## config.mk

```make
export PLATFORM = sky130hd
export DESIGN_NAME = sys_ret_trap_unit
export DESIGN_NICKNAME = d
export VERILOG_FILES = /design/src/rtl/tru_pkg.sv /design/src/rtl/tru_decode.sv /design/src/rtl/tru_epc_mux.sv /design/src/rtl/tru_cause.sv /design/src/rtl/sys_ret_trap_unit.sv
export SDC_FILE = /design/constraint.sdc
export NUM_CORES = 1
export LEC_CHECK = 0
export ABC_AREA = 1
export BUFFER_PORTS_ARGS = -buffer_cell sky130_fd_sc_hd__buf_4
export CORE_AREA = 2 2 183 185
export CTS_BUF_LIST = sky130_fd_sc_hd__clkbuf_16
export DETAILED_ROUTE_END_ITERATION = 10
export DIE_AREA = 0 0 185 187
export GPL_TIMING_DRIVEN = 0
export PLACE_DENSITY_LB_ADDON = 0.08
export SKIP_LAST_GASP = 1
export SLEW_MARGIN = 25
export SYNTH_ARGS = -nofsm -noshare
export SYNTH_HDL_FRONTEND = slang
export SYNTH_SLANG_ARGS = --single-unit
```

## constraint.sdc

```tcl
create_clock -name clk -period 1 [get_ports clk]
set_clock_uncertainty 0.15 [all_clocks]
set_input_delay 0.1 -clock clk [delete_from_list [all_inputs] [get_ports clk]]
set_output_delay 0.1 -clock clk [all_outputs]
set_load 0.005 [all_outputs]
```

## src/rtl/tru_pkg.sv

```systemverilog
package tru_pkg;
  localparam int STW       = 13;
  localparam int PIE_BASE  = 4;
  localparam int SPP_BIT   = 8;
  localparam int HPP_LO    = 9;
  localparam int MPP_LO    = 11;
  localparam int CW        = 4;

  typedef enum logic [1:0] {PRV_USR = 2'd0, PRV_SUP = 2'd1, PRV_HYP = 2'd2, PRV_MCH = 2'd3} prv_e;

  localparam logic [27:0] RET_LOW   = 28'h0200073;
  localparam logic [31:0] ECALL_ENC = 32'h00000073;
  localparam logic [31:0] EBRK_ENC  = 32'h00100073;

  localparam logic [CW-1:0] CAUSE_ILLEGAL = 4'd2;
  localparam logic [CW-1:0] CAUSE_BRK     = 4'd3;
  localparam logic [CW-1:0] CAUSE_CALL_U  = 4'd8;
  localparam logic [CW-1:0] CAUSE_CALL_M  = 4'd11;
  localparam logic [CW-1:0] CAUSE_MEXT    = 4'd11;

  function automatic logic [11:0] epc_csr_addr(input logic [1:0] lvl);
    return (12'(lvl) << 8) + 12'h041;
  endfunction

  function automatic logic [1:0] prev_mode(input logic [STW-1:0] st, input logic [1:0] lvl);
    case (lvl)
      2'd1:    return {1'b0, st[SPP_BIT]};
      2'd2:    return st[HPP_LO+1:HPP_LO];
      2'd3:    return st[MPP_LO+1:MPP_LO];
      default: return 2'd0;
    endcase
  endfunction

  function automatic logic [STW-1:0] ret_status(input logic [STW-1:0] st, input logic [1:0] lvl);
    logic [STW-1:0] r;
    r = st;
    if (lvl == 2'd0) begin
      r[0]        = 1'b0;
      r[PIE_BASE] = 1'b0;
    end else begin
      r[int'(lvl)]            = st[PIE_BASE + int'(lvl)];
      r[PIE_BASE + int'(lvl)] = 1'b1;
      case (lvl)
        2'd1:    r[SPP_BIT] = 1'b0;
        2'd2:    r[HPP_LO+1:HPP_LO] = 2'd0;
        default: r[MPP_LO+1:MPP_LO] = 2'd0;
      endcase
    end
    return r;
  endfunction
endpackage

```

## src/rtl/tru_decode.sv

```systemverilog
module tru_decode
  import tru_pkg::*;
(
  input  logic [31:0] instr,
  output logic        is_ret,
  output logic [1:0]  ret_lvl,
  output logic        is_ecall,
  output logic        is_ebrk
);
  always_comb begin
    is_ret   = (instr[31:30] == 2'b00) && (instr[27:0] == RET_LOW);
    ret_lvl  = instr[29:28];
    is_ecall = (instr == ECALL_ENC);
    is_ebrk  = (instr == EBRK_ENC);
  end
endmodule

```

## src/rtl/tru_epc_mux.sv

```systemverilog
module tru_epc_mux
  import tru_pkg::*;
#(
  parameter int XLEN = 64,
  parameter int NLVL = 4
) (
  input  logic [NLVL-1:0][XLEN-1:0] epc_bank,
  input  logic [11:0]               addr,
  output logic [XLEN-1:0]           epc
);
  logic [NLVL-1:0][XLEN-1:0] masked;

  for (genvar g = 0; g < NLVL; g++) begin : g_lvl
    assign masked[g] = (addr == epc_csr_addr(2'(g))) ? epc_bank[g] : '0;
  end

  always_comb begin
    epc = '0;
    for (int i = 0; i < NLVL; i++) epc |= masked[i];
  end
endmodule

```

## src/rtl/tru_cause.sv

```systemverilog
module tru_cause
  import tru_pkg::*;
(
  input  logic          ret_bad,
  input  logic          mret_irq,
  input  logic          is_ecall,
  input  logic          is_ebrk,
  input  logic [1:0]    cur_prv,
  output logic          req,
  output logic          irq,
  output logic [CW-1:0] cause
);
  always_comb begin
    req   = 1'b0;
    irq   = 1'b0;
    cause = '0;
    if (ret_bad) begin
      req   = 1'b1;
      cause = CAUSE_ILLEGAL;
    end else if (mret_irq) begin
      req   = 1'b1;
      irq   = 1'b1;
      cause = CAUSE_MEXT;
    end else if (is_ebrk) begin
      req   = 1'b1;
      cause = CAUSE_BRK;
    end else if (is_ecall) begin
      if (cur_prv == PRV_MCH) begin
        req   = 1'b1;
        cause = CAUSE_CALL_M;
      end else if (cur_prv == PRV_USR) begin
        req   = 1'b1;
        cause = CAUSE_CALL_U;
      end
    end
  end
endmodule

```

## src/rtl/sys_ret_trap_unit.sv

```systemverilog
module sys_ret_trap_unit
  import tru_pkg::*;
#(
  parameter int XLEN = 64
) (
  input  logic            clk,
  input  logic            rst_n,
  input  logic            in_valid,
  input  logic [31:0]     instr,
  input  logic [XLEN-1:0] pc,
  input  logic [1:0]      cur_prv,
  input  logic [12:0]     status_in,
  input  logic [XLEN-1:0] epc_u,
  input  logic [XLEN-1:0] epc_s,
  input  logic [XLEN-1:0] epc_h,
  input  logic [XLEN-1:0] epc_m,
  input  logic            ext_irq_pend,
  output logic            out_valid,
  output logic            sys_hit,
  output logic [1:0]      prv_out,
  output logic [12:0]     status_out,
  output logic [XLEN-1:0] npc,
  output logic [11:0]     epc_addr,
  output logic            trap_req,
  output logic            trap_irq,
  output logic [3:0]      trap_cause,
  output logic            brk_flag
);
  localparam int NLVL = 4;
  localparam logic [XLEN-1:0] STEP = XLEN'(4);

  logic        is_ret, is_ecall, is_ebrk;
  logic [1:0]  ret_lvl;
  logic        ret_ok, ret_bad, mret_irq, hit;
  logic [11:0] addr_c;
  logic [XLEN-1:0] epc_sel, npc_c;
  logic [STW-1:0]  status_c;
  logic [1:0]      prv_c;
  logic            req_c, irq_c;
  logic [CW-1:0]   cause_c;
  logic [NLVL-1:0][XLEN-1:0] epc_bank;

  assign epc_bank = {epc_m, epc_h, epc_s, epc_u};

  tru_decode u_dec (
    .instr(instr), .is_ret(is_ret), .ret_lvl(ret_lvl),
    .is_ecall(is_ecall), .is_ebrk(is_ebrk)
  );

  assign ret_ok   = is_ret && (ret_lvl == cur_prv);
  assign ret_bad  = is_ret && (ret_lvl != cur_prv);
  assign mret_irq = ret_ok && (ret_lvl == PRV_MCH) && ext_irq_pend;
  assign hit      = is_ret || is_ecall || is_ebrk;
  assign addr_c   = is_ret ? epc_csr_addr(ret_lvl) : 12'h000;

  tru_epc_mux #(.XLEN(XLEN), .NLVL(NLVL)) u_epc (
    .epc_bank(epc_bank), .addr(addr_c), .epc(epc_sel)
  );

  tru_cause u_cause (
    .ret_bad(ret_bad), .mret_irq(mret_irq), .is_ecall(is_ecall),
    .is_ebrk(is_ebrk), .cur_prv(cur_prv),
    .req(req_c), .irq(irq_c), .cause(cause_c)
  );

  always_comb begin
    status_c = status_in;
    prv_c    = cur_prv;
    npc_c    = pc + STEP;
    if (ret_bad) begin
      npc_c = pc;
    end else if (ret_ok) begin
      npc_c    = epc_sel;
      status_c = ret_status(status_in, ret_lvl);
      prv_c    = prev_mode(status_in, ret_lvl);
    end
  end

  always_ff @(posedge clk or negedge rst_n) begin
    if (!rst_n) begin
      out_valid  <= 1'b0;
      sys_hit    <= 1'b0;
      prv_out    <= 2'd0;
      status_out <= '0;
      npc        <= '0;
      epc_addr   <= '0;
      trap_req   <= 1'b0;
      trap_irq   <= 1'b0;
      trap_cause <= '0;
      brk_flag   <= 1'b0;
    end else begin
      out_valid <= in_valid;
      sys_hit   <= in_valid && hit;
      trap_req  <= in_valid && req_c;
      trap_irq  <= in_valid && irq_c;
      brk_flag  <= in_valid && is_ebrk;
      if (in_valid) begin
        prv_out    <= prv_c;
        status_out <= status_c;
        npc        <= npc_c;
        epc_addr   <= addr_c;
        trap_cause <= cause_c;
      end
    end
  end
endmodule

```

# --- Yosys cells after proc, flatten, opt, wreduce, memory -nomap -nowiden ---
# Index checks and enable logic that the tools add are counted.
totals:
  regBits: 100
  output_inout_bits: 100
  word_cells: 92
classes:
  add_sub_neg: 3
  n_lt_le_gt_ge: 4
  n_eq_ne: 13
  n_mux: 41
  bitwise: 4
  n_reduce_logical: 17
op_table:
  columns: ["operator", "n"]
  rows:
  - ["2-to-1 mux 64 bit", 6]
  - ["bitwise OR 64 bit", 3]
  - ["adder 64 x 3 -> 64 bit, second input constant", 1]
  - ["equality test 32 x 21 -> 1 bit, second input constant", 1]
  - ["equality test 32 x 7 -> 1 bit, second input constant", 1]
  - ["equality test 28 x 22 -> 1 bit, second input constant", 1]
  - ["2-to-1 mux 13 bit", 2]
  - ["2-to-1 mux 4 bit", 6]
  - ["equality test 11 x 10 -> 1 bit, second input constant", 2]
  - ["2-to-1 mux 1 bit", 15]
  - ["bitwise mux 13 bit", 1]
  - ["bitwise OR 13 bit", 1]
  - ["adder 10 x 7 -> 11 bit, second input constant", 1]
  - ["equality test 11 x 7 -> 1 bit, second input constant", 1]
  - ["equality test 11 x 9 -> 1 bit, second input constant", 1]
  - ["logical AND 1 bit", 11]
  - ["2-to-1 mux 11 bit", 1]
  - ["2-to-1 mux 2 bit", 4]
  - ["2-to-1 mux 8 bit", 1]
  - ["equality test 2 bit, second input constant", 3]
  - ["zero test 2 bit", 3]
  - ["case mux 2 bit (3 select lines)", 1]
  - ["< comparator 2 x 5 -> 1 bit, second input constant", 1]
  - ["< comparator 4 x 5 -> 1 bit, second input constant", 1]
  - ["12 further kinds", 13]

# --- Longest topological paths before layout ---
# Gate-level depths: netlist of the first run.
logic_depth:
  word_depth: 10
  mapped_depth: 16
  depth_no_buf: 16

# --- By module ---
# Synthesis of the first run repeated with hierarchy kept, for this count alone.
unflattened:
  cells_unflattened: 1897
  hier_area_um2: 10159.7
by_module_without_submodules:
  columns: ["mod", "n_inst", "cells_per_inst", "area_per_inst_um2", "seq_area_each_um2"]
  rows:
  - ["sys_ret_trap_unit", 1, 1182, 7016.7, 2277.2]
  - ["tru_epc_mux", 1, 647, 2837.7, 0.0]
  - ["tru_decode", 1, 50, 205.2, 0.0]
  - ["tru_cause", 1, 18, 100.1, 0.0]

# --- Worst setup path before layout of the first run ---
# Ideal clock, no wire load.
synth_path:
  path_type: "input-to-reg"
  from: "in instr[28]"
  to: "reg trap_cause[3]"
  setup_time_ps: 66
  t_arrival_ps: 1837
  t_required_ps: 784
  path_slack_ps: -1053
  cell_stages: 10
  n_path_buf: 3
  cell_sequence: "buf_2 > inv_1 > clkbuf_1 > clkbuf_1 > ha_1 > nand3_1 > nor3_1 > nand2_1 > o21ai_0 > a22o_1"
synth_via:
  elab_chain_cells: 6
synth_rtl:
  columns: ["element", "line", "text"]
  rows:
  - ["start: declaration", "sys_ret_trap_unit.sv:9", "input logic [31:0] instr,"]
  - ["parallel branches: the longest is 5 deep, another holds equality test 32 x 7 -> 1 bit", null, null]
  - ["2-to-1 mux 4 bit *", "tru_cause.sv:17", "if (ret_bad) begin"]
  - ["end signal: assignment", "sys_ret_trap_unit.sv:102", "trap_cause <= cause_c;"]
  - ["end: declaration", "sys_ret_trap_unit.sv:26", "output logic [3:0] trap_cause,"]
# Mark *: on every way between the ends.
# A chain may end at the register's enable or synchronous reset.

# --- Worst setup path after layout of the first run ---
layout_path:
  from: "in instr[31]"
  to: "reg npc[43]"
layout_via:
  elab_chain_cells: 10
layout_rtl:
  columns: ["element", "line", "text"]
  rows:
  - ["zero test 2 bit *", "tru_decode.sv:11", "is_ret = (instr[31:30] == 2'b00) && (instr[27:0] == RET_LOW);"]
  - ["logical AND 1 bit *", "tru_decode.sv:11", null]
  - ["2-to-1 mux 11 bit", "sys_ret_trap_unit.sv:54", "assign addr_c = is_ret ? epc_csr_addr(ret_lvl) : 12'h000;"]
  - ["equality test 11 x 7 -> 1 bit / equality test 11 x 9 -> 1 bit (equally long branches)", "tru_epc_mux.sv:14", "assign masked[g] = (addr == epc_csr_addr(2'(g))) ? epc_bank[g] : '0;"]
  - ["2-to-1 mux 64 bit", "tru_epc_mux.sv:14", null]
  - ["bitwise OR 64 bit (3 in series)", "tru_epc_mux.sv:19", "for (int i = 0; i < NLVL; i++) epc |= masked[i];"]
  - ["2-to-1 mux 64 bit", "sys_ret_trap_unit.sv:72", "end else if (ret_ok) begin"]
  - ["2-to-1 mux 64 bit *", "sys_ret_trap_unit.sv:70", "if (ret_bad) begin"]
  - ["end signal: assignment", "sys_ret_trap_unit.sv:100", "npc <= npc_c;"]
  - ["end: declaration", "sys_ret_trap_unit.sv:22", "output logic [XLEN-1:0] npc,"]
# Every way passes the cells marked *; elsewhere a longest branch is shown, timed or not.

==> results of run 1 <==
==> routing by layer <==
layer	vias up	wire length, microns	GRT usage, %
met5	-	0	0
met3	178	6210	6.74
met2	907	32000	62.1
met4	0	3330	15.9
met1	7439	27900	50.4
li1	6965	-	-
==> flip-flops by register name, indices dropped and copies added (netlist names) <==
signal      flops
trap_irq        1
trap_req        1
sys_hit         1
status_out     13
npc            64
brk_flag        1
prv_out         2
epc_addr        3
trap_cause      3
out_valid       1
==> worst paths after layout <==
check	start	endpoint	slack (ns)	cells past startpoint
max in group asynchronous	rst_n	npc[37]	0.40	1
min	rst_n	npc[12]	-0.35	1
min in group clk	ext_irq_pend	trap_irq	-0.12	3
min reg2reg	npc[12]	npc[12]	0.36	2
max	instr[31]	npc[43]	-0.75	16
max reg2reg	epc_addr[9]	epc_addr[9]	-0.06	4
==> worst max-delay path: cells and delay by family <==
kind	cells	cell delay, ns
compound gates	1	0.11
simple gates	10	0.99
buf+inv	5	0.71
==> stage by stage <==
stage / std cells / setup TNS (ns) / hold WS (ns) / utilization (%) / total power (W)
after floorplan: 1679 / -44.28 / -0.346 / - / 0.00549
after global placement: 2588 / -146.13 / 0.109 / 42.8 / 0.00809
after detailed placement: 2588 / -116.09 / 0.106 / 42.9 / 0.00810
after CTS: 2749 / -63.25 / -0.295 / 54.3 / 0.0124
after global routing: 2788 / -76.71 / -0.267 / 56.7 / 0.0132
final: 2788 / -67.97 / -0.350 / 56.7 / 0.0127
==> cell usage after synthesis, drive strengths merged (9+ instances only) <==
| library cell | count |
|---|---|
| inv | 186 |
| nor2 | 161 |
| clkbuf | 70 |
| nor3 | 31 |
| xor2 | 23 |
| a21oi | 20 |
| dfrtp | 90 |
| o21ai | 141 |
| o211ai | 9 |
| buf | 51 |
| nand3 | 116 |
| o21bai | 30 |
| nand4 | 237 |
| nand2 | 472 |
==> power by group through the flow <==
stage | Clock [W] | Combinational (W) | Sequential (W)
6_report | 0.00354 | 0.00502 | 0.00417
5_1_grt | 0.00369 | 0.00532 | 0.00420
4_1_cts | 0.00356 | 0.00471 | 0.00416
3_5_place_dp | 0 | 0.00392 | 0.00418
3_3_place_gp | 0 | 0.00391 | 0.00417
2_1_floorplan | 0 | 0.00130 | 0.00419
==> what timing repair did <==
action	4_1_cts	5_1_grt
setup buffers	83	36
gates cloned	15	6
setup endpoints to repair	180	180
resized for setup	502	136
endpoints found under the hold margin	157	98
pin swaps	107	96
==> logic make-up after synthesis <==
kind of cell / after synthesis / synth area share [%]
xor gates and xnor gates: 29 / 2.60
DFF: 90 / 23.1
other: 1 / 0.0384
AOI/OAI and AO/OA: 212 / 12.2
buffers and inverters: 307 / 13.1
adders and majority gates: 7 / 0.896
and+or+nand+nor: 1025 / 48.1
==> layout make-up <==
type                    instances  area (sq um)
multi-input cells            1282          7770
plain buffers                 118          1130
repair buffers                647          5870
diodes                          1          2.50
fillers                      3252         14200
well taps                     448           561
clock inverters                 7          60.1
clock buffers                   9           225
flip-flops and latches         90          2250
inverters                     186           739
==> flow_metrics.tcl, run 1 <==
set metrics [dict create \
    outcome "complete, but fails checks" \
    failed_checks "hold timing, setup timing" \
    grt_pass1_vias 15000 \
    maxSlewHeadroom_pct 39.6 \
    cpMaxStageDelayCell "buf_8" \
    cp-end-kind "register" \
    die_h_microns 187 \
    finalWirelength_mm 69.4 \
    synthCells 1671 \
    yosysWarnings 0 \
    place_congestion 0.997 \
    ant_nets 0 \
    grt_max_degree 91 \
    synth_area_per_cell_sq_um 5.85 \
    cts_tree "yes" \
    path_cells "buf_6, nor2_4, nand2_1, nor2_2, nand2_2, nor2_4, buf_8, buf_12, clkbuf_16, clkbuf_16, nand4_1, nand3_1, o21bai_2, nand2_1, nand2_1, nand2_1" \
    p_switching_w 0.00454 \
    clk_pin_slew_ns 0.08 \
    final_cell_area_sq_um 18600 \
    power.share.sequential_pct 32.8 \
    die_w_microns 185 \
    yosys.area.top_type "dfrtp_1" \
    min-delay-path-class "in2async" \
    finalSetupViolations 180 \
    grt_pass1_wl_mm 97.7 \
    antenna_found_initial 1 \
    port_buffers 461 \
    synth_area_leaders "dfrtp_1 (23%), nand2_1 (18%), nand4_1 (15%), inv_1 (7.0%), o21ai_0 (6.2%)" \
    cts_hold_buf 49 \
    timing.final.crit_period_ns 1.75 \
    routedWlPerCell_microns 24.9 \
    drt_iter0_drc 1341 \
    critical_path.max_fanout 5 \
    clock_latency_ns 0.37 \
    synthFlopType "dfrtp_1" \
    synthToLayoutAreaGrowth_pct 90.6 \
    fmax_mhz 570 \
    finalWorstSetupSlack_ns -0.755 \
    cts.htree.levels 3 \
    final_layout_size_suffix_gt1_share_pct 40.8 \
    cp.required_ns 1.15 \
    combPwrFrac_pct 39.5 \
    cts_root_buffer "clkbuf_16" \
    fin_nets 2712 \
    numCtsBuffers 9 \
    placed_area_sq_um 14100 \
    switching_share_pct 35.7 \
    tightest_slew_ns 0.906 \
    dp_worst_setup_slack_ns -1.67 \
    fin_hold_ws_ns -0.350 \
    rsz0062_at_grt "true" \
    finalHoldViolCount 106 \
    pin_count 471 \
    irDropWorstVdd_uv 674 \
    first_pass_iters 7 \
    slowest_delay_ns 0.18 \
    async_flop_share_pct 100 \
    row_count 67 \
    core-area_sq_um 32900 \
    drcViolationCount 0 \
    synth_edf_count 0 \
    worstPathArrival_ns 1.91 \
    seq_area_frac_synth_pct 23.1 \
    cts.sinks 90 \
    routed_via_density 5.56 \
    grt.overflow.total 0 \
    p_int_w 0.00819 \
    grt_util_all_layers_pct 38.4 \
    leakage_nw 9.18 \
    start_kind "input port" \
    powerDensity_nw_per_um2 684 \
    vias 15500 \
    path_common_cell "nand2_1" \
    fin_crit_sh_pct 175 \
    ys_types 40 \
    final_cell_mix "buf_4 (457), nand2_1 (430), nand4_1 (237)" \
    slew_violations 0 \
    start_util_pct 29.7 \
    max_cap_violations 0 \
    final_common_cell "buf_4" \
    fp.dieArea_sq_um 34600 \
    synth_seq_cells 90 \
    synth_top_area_share_pct 23.1 \
    critPathKind "in2reg" \
    dp_hpwl_mm 52.1 \
    netlist_area_sq_um 9770 \
    pwr-share-clk_pct 27.8 \
    clockBufferDepth 2 \
]
(Power assumes the default switching activity.)
==> run 2: changes to the inputs <==
Settings changed: BUFFER_PORTS_ARGS -buffer_cell sky130_fd_sc_hd__buf_4 to default, DONT_BUFFER_PORTS from default to 1.
==> flow_metrics.tcl, run 2 (synthesized netlist as in run 1, its figures left out) <==
set metrics [dict create \
    row_count 67 \
    routed_via_density 5.86 \
    fin_hold_ws_ns -0.728 \
    largest_register_ffs 64 \
    leakage_nw 7.05 \
    rsz0062_at_grt "true" \
    grt_max_degree 91 \
    clk_pin_slew_ns 0.07 \
    finalSetupViolations 180 \
    start_kind "input port" \
    max_cap_violations 0 \
    first_pass_iters 6 \
    worstPathArrival_ns 1.84 \
    grt_pass1_wl_mm 93.6 \
    fin_nets 2294 \
    fin_setup_tns_ns -47.44 \
    start_util_pct 29.7 \
    cts.sinks 90 \
    drcViolationCount 0 \
    synthToLayoutAreaGrowth_pct 57.6 \
    finalHoldViolCount 120 \
    finalWirelength_mm 67.9 \
    grt_util_all_layers_pct 37.5 \
    fp.dieArea_sq_um 34600 \
    min-delay-path-class "in2async" \
    core-area_sq_um 32900 \
    powerDensity_nw_per_um2 698 \
    rrSetupSlack_ns 0.04 \
    final_cell_area_sq_um 15400 \
    r2r_end "trap_cause[0]" \
    grt_pass1_vias 13600 \
    power.total_w 0.0107 \
    slew_violations 0 \
    regMostFlops "npc" \
    grt.overflow.total 0 \
    final_cells 2372 \
    critical_path.max_fanout 7 \
    r2r_cells 1 \
    final_cell_mix "nand2_1 (433), nand4_1 (237), inv_1 (172)" \
    antenna_found_initial 3 \
    numCtsBuffers 9 \
    finalWorstSetupSlack_ns -0.684 \
    critPathKind "in2reg" \
    outcome "complete, but fails checks" \
    cts_tree "yes" \
    clock_latency_ns 0.37 \
    pin_count 471 \
    fmax_mhz 594 \
    clockBufferDepth 2 \
    cp-end-kind "register" \
    die_w_microns 185 \
    place_congestion 0.962 \
    drt_iter0_drc 1215 \
    dp_hpwl_mm 49.8 \
    post-place-cells 2127 \
    port_buffers 0 \
    ant_nets 0 \
    final_common_cell "nand2_1" \
    fin_crit_sh_pct 168 \
    vias 13900 \
    regToRegStartpoint "trap_cause[0]" \
    routedWlPerCell_microns 28.6 \
    die_h_microns 187 \
    timing.final.crit_period_ns 1.68 \
    cts.htree.levels 3 \
    cts_root_buffer "clkbuf_16" \
    maxSlewHeadroom_pct 43.5 \
    cp.required_ns 1.16 \
    tightest_slew_ns 0.847 \
    irDropWorstVdd_uv 851 \
    placed_area_sq_um 10600 \
    final_layout_size_suffix_gt1_share_pct 25.1 \
    failed_checks "hold timing, setup timing" \
    top_regs "npc: 64 flops, status_out: 13 flops" \
]
-- run 2: worst max-delay path: stages --
cell and delay [ns]:
nor2_4 0.08, nand2_2 0.08, nor2_1 0.11, nand2_1 0.10, nor2_4 0.19, buf_12 0.16
buf_12 0.14, buf_8 0.11, nand4_1 0.18, nand3_2 0.17, nor2_4 0.07, nor2_1 0.12
nand2_1 0.13, nand2_1 0.09
-- run 2: worst max path at each step --
stage          slack, ns  startpoint  endpoint  depth (start not counted)
3_5_place_dp       -1.69   instr[17]   npc[58]                         12
5_1_grt            -0.72    instr[9]   npc[42]                         14
6_report           -0.68   instr[18]   npc[42]                         14
2_1_floorplan      -0.57   instr[31]   npc[37]                         14
3_3_place_gp       -1.67    instr[1]   npc[58]                         13
4_1_cts            -0.63    instr[6]   npc[42]                         15
-- run 2: repair_timing --
item,CTS,global route
gates resized for setup,380,207
pin swaps,101,131
gates cloned,21,8
endpoints found under the setup margin,180,180
hold endpoints to repair,174,115
hold buffers,102,13
buffers inserted,60,34
-- run 2: per-layer routing --
| metal | up-vias | part of all wire (%) | track usage (%) |
|---|---|---|---|
| met4 | 0 | 4.8 | 14.9 |
| met5 | - | 0 | 0 |
| met1 | 6726 | 40 | 47.6 |
| met2 | 854 | 46 | 61.0 |
| li1 | 6138 | - | - |
| met3 | 184 | 9.7 | 8.76 |
-- run 2: report_power, final --
part	internal, W	total (W)	leakage, nW	switching (W)
sequential	0.00394	0.00429	1.09	0.000343
combinational	0.00101	0.00269	5.82	0.00168
clock	0.00196	0.00378	0.148	0.00181
-- run 2: area by class of cell --
type / instances / area [sq um]
Clock inverter: 7 / 76.3
Buffer: 118 / 1150
Timing Repair Buffer: 229 / 2670
Multi-Input combinational cell: 1282 / 7690
Antenna cell: 3 / 7.51
Tap cell: 448 / 561
Sequential cell: 90 / 2260
Clock buffer: 9 / 225
Fill cell: 3519 / 17500
Inverter: 186 / 749
-- run 2: per-stage QoR --
| stage | setup slack [ns] | util (%) |
|---|---|---|
| after global placement | -1.67 | 32.3 |
| after CTS | -0.634 | 43.6 |
| after global routing | -0.716 | 46.8 |
| after floorplan | -0.568 | - |
| after detailed placement | -1.69 | 32.3 |
| final | -0.684 | 46.9 |
==> run 3: changes to the inputs <==
Settings changed: PLACE_DENSITY from default to 0.44, PLACE_DENSITY_LB_ADDON 0.08 to default.
==> flow_metrics.tcl, run 3 (synthesized netlist as in run 1, its figures left out) <==
set metrics [dict create \
    ant_nets 0 \
    critPathKind "in2reg" \
    grt.overflow.total 0 \
    die_w_microns 185 \
    cts.sinks 90 \
    rsz0062_at_grt "true" \
    drcViolationCount 0 \
    regMostFlops "npc" \
    outcome "complete, but fails checks" \
    fmax_mhz 609 \
    tightest_slew_ns 0.772 \
    cp.required_ns 1.16 \
    maxSlewHeadroom_pct 48.5 \
    antenna_found_initial 5 \
    fin_nets 2281 \
    place_congestion 0.955 \
    final_cell_mix "nand2_1 (439), nand4_1 (237), inv_1 (173)" \
    critical_path.max_fanout 10 \
    start_util_pct 29.7 \
    routed_via_density 5.80 \
    grt_util_all_layers_pct 37.3 \
    rrSetupSlack_ns 0.05 \
    finalSetupViolations 180 \
    worstPathArrival_ns 1.81 \
    leakage_nw 6.85 \
    power.total_w 0.0106 \
    dp_hpwl_mm 50.0 \
    final_common_cell "nand2_1" \
    timing.final.crit_period_ns 1.64 \
    row_count 67 \
    finalWorstSetupSlack_ns -0.641 \
    placed_area_sq_um 10600 \
    cts_root_buffer "clkbuf_16" \
    max_cap_violations 0 \
    first_pass_iters 5 \
    cts_tree "yes" \
    fin_crit_sh_pct 164 \
    finalHoldViolCount 113 \
    synthToLayoutAreaGrowth_pct 51.8 \
    routedWlPerCell_microns 28.4 \
    finalWirelength_mm 67.0 \
    failed_checks "hold timing, setup timing" \
    fp.dieArea_sq_um 34600 \
    core-area_sq_um 32900 \
    fin_hold_ws_ns -0.728 \
    pin_count 471 \
    largest_register_ffs 64 \
    irDropWorstVdd_uv 758 \
    drt_iter0_drc 1239 \
    slew_violations 0 \
    clock_latency_ns 0.37 \
    cp-end-kind "register" \
    grt_pass1_vias 13400 \
    clk_pin_slew_ns 0.07 \
    clockBufferDepth 2 \
    final_cell_area_sq_um 14800 \
    grt_max_degree 91 \
    die_h_microns 187 \
    fin_setup_tns_ns -45.31 \
    port_buffers 0 \
    grt_pass1_wl_mm 92.8 \
    final_layout_size_suffix_gt1_share_pct 23.2 \
    top_regs "npc: 64 flops, status_out: 13 flops" \
    min-delay-path-class "in2async" \
    start_kind "input port" \
    numCtsBuffers 9 \
    cts.htree.levels 3 \
    powerDensity_nw_per_um2 717 \
    vias 13700 \
]
run 3: changes by cell type in the layout (fill, tap and decap cells not counted), sizes merged, moves of 2 or more:
| cell | before | now |
|---|---|---|
| buf | 163 | 145 |
| clkbuf | 78 | 82 |
| clkinv | 3 | 5 |
| diode | 3 | 5 |
| dlygate4sd3 | 113 | 115 |
| dlymetal6s4s | 2 | 0 |
run 3: area by class of cell:
cell class	count	area [sq um]
diodes	5	12.5
fillers	3594	18000
inverters	186	762
clock inverters	7	68.8
clock buffers	9	225
repair buffers	214	2250
plain buffers	120	1140
multi-input cells	1282	7540
well taps	448	561
flip-flops and latches	90	2260
run 3: critical path, cell delays in order:
cell	delay [ns]
nor2_4	0.10
nand2_1	0.07
nor2_1	0.13
nand2_2	0.09
nor2_4	0.17
buf_8	0.18
buf_4	0.18
nand4_1	0.25
nand3_2	0.21
o21bai_4	0.13
nand2_1	0.09
nand2_1	0.05
nand2_1	0.05
run 3: final timing paths:
check / startpoint / end / depth (start not counted)
max in group asynchronous: rst_n / npc[20] / 0
worst max register to register: prv_out[1] / prv_out[1] / 2
min in group clk: in_valid / out_valid / 0
worst min-delay path: rst_n / npc[12] / 0
worst min register to register: npc[43] / npc[43] / 2
worst max-delay path: instr[7] / npc[61] / 13
run 3: timing repair:
action | CTS | global route
setup endpoints to repair | 180 | 180
setup buffers | 56 | 35
pin swaps | 80 | 79
hold buffers | 99 | 16
gates cloned | 9 | 8
hold endpoints to repair | 175 | 112
resized for setup | 314 | 182
run 3: power breakdown:
part	switching (W)	total [W]	leakage, nW	internal [W]
clock network	0.00170	0.00364	0.149	0.00194
registers	0.000344	0.00429	1.09	0.00394
logic	0.00167	0.00271	5.61	0.00103
total	0.00371	0.0106	6.85	0.00692
run 3: metrics by stage:
stage / instances / hold WS [ns] / utilization [%] / worst slack [ns]
finish: 2361 / -0.728 / 45.1 / -0.641
global route: 2361 / -0.740 / 45.1 / -0.728
CTS: 2306 / -0.745 / 41.9 / -0.575
detailed placement: 2127 / -0.342 / 32.3 / -1.67
global placement: 2127 / -0.341 / 32.3 / -1.69
floorplan: 1679 / -0.346 / - / -0.568
run 3: routing by layer:
metal	GRT usage, %	share of wire [%]
met3	9.70	9.5
met2	59.4	45
met1	46.8	40
met5	0	0
met4	17.4	5.6
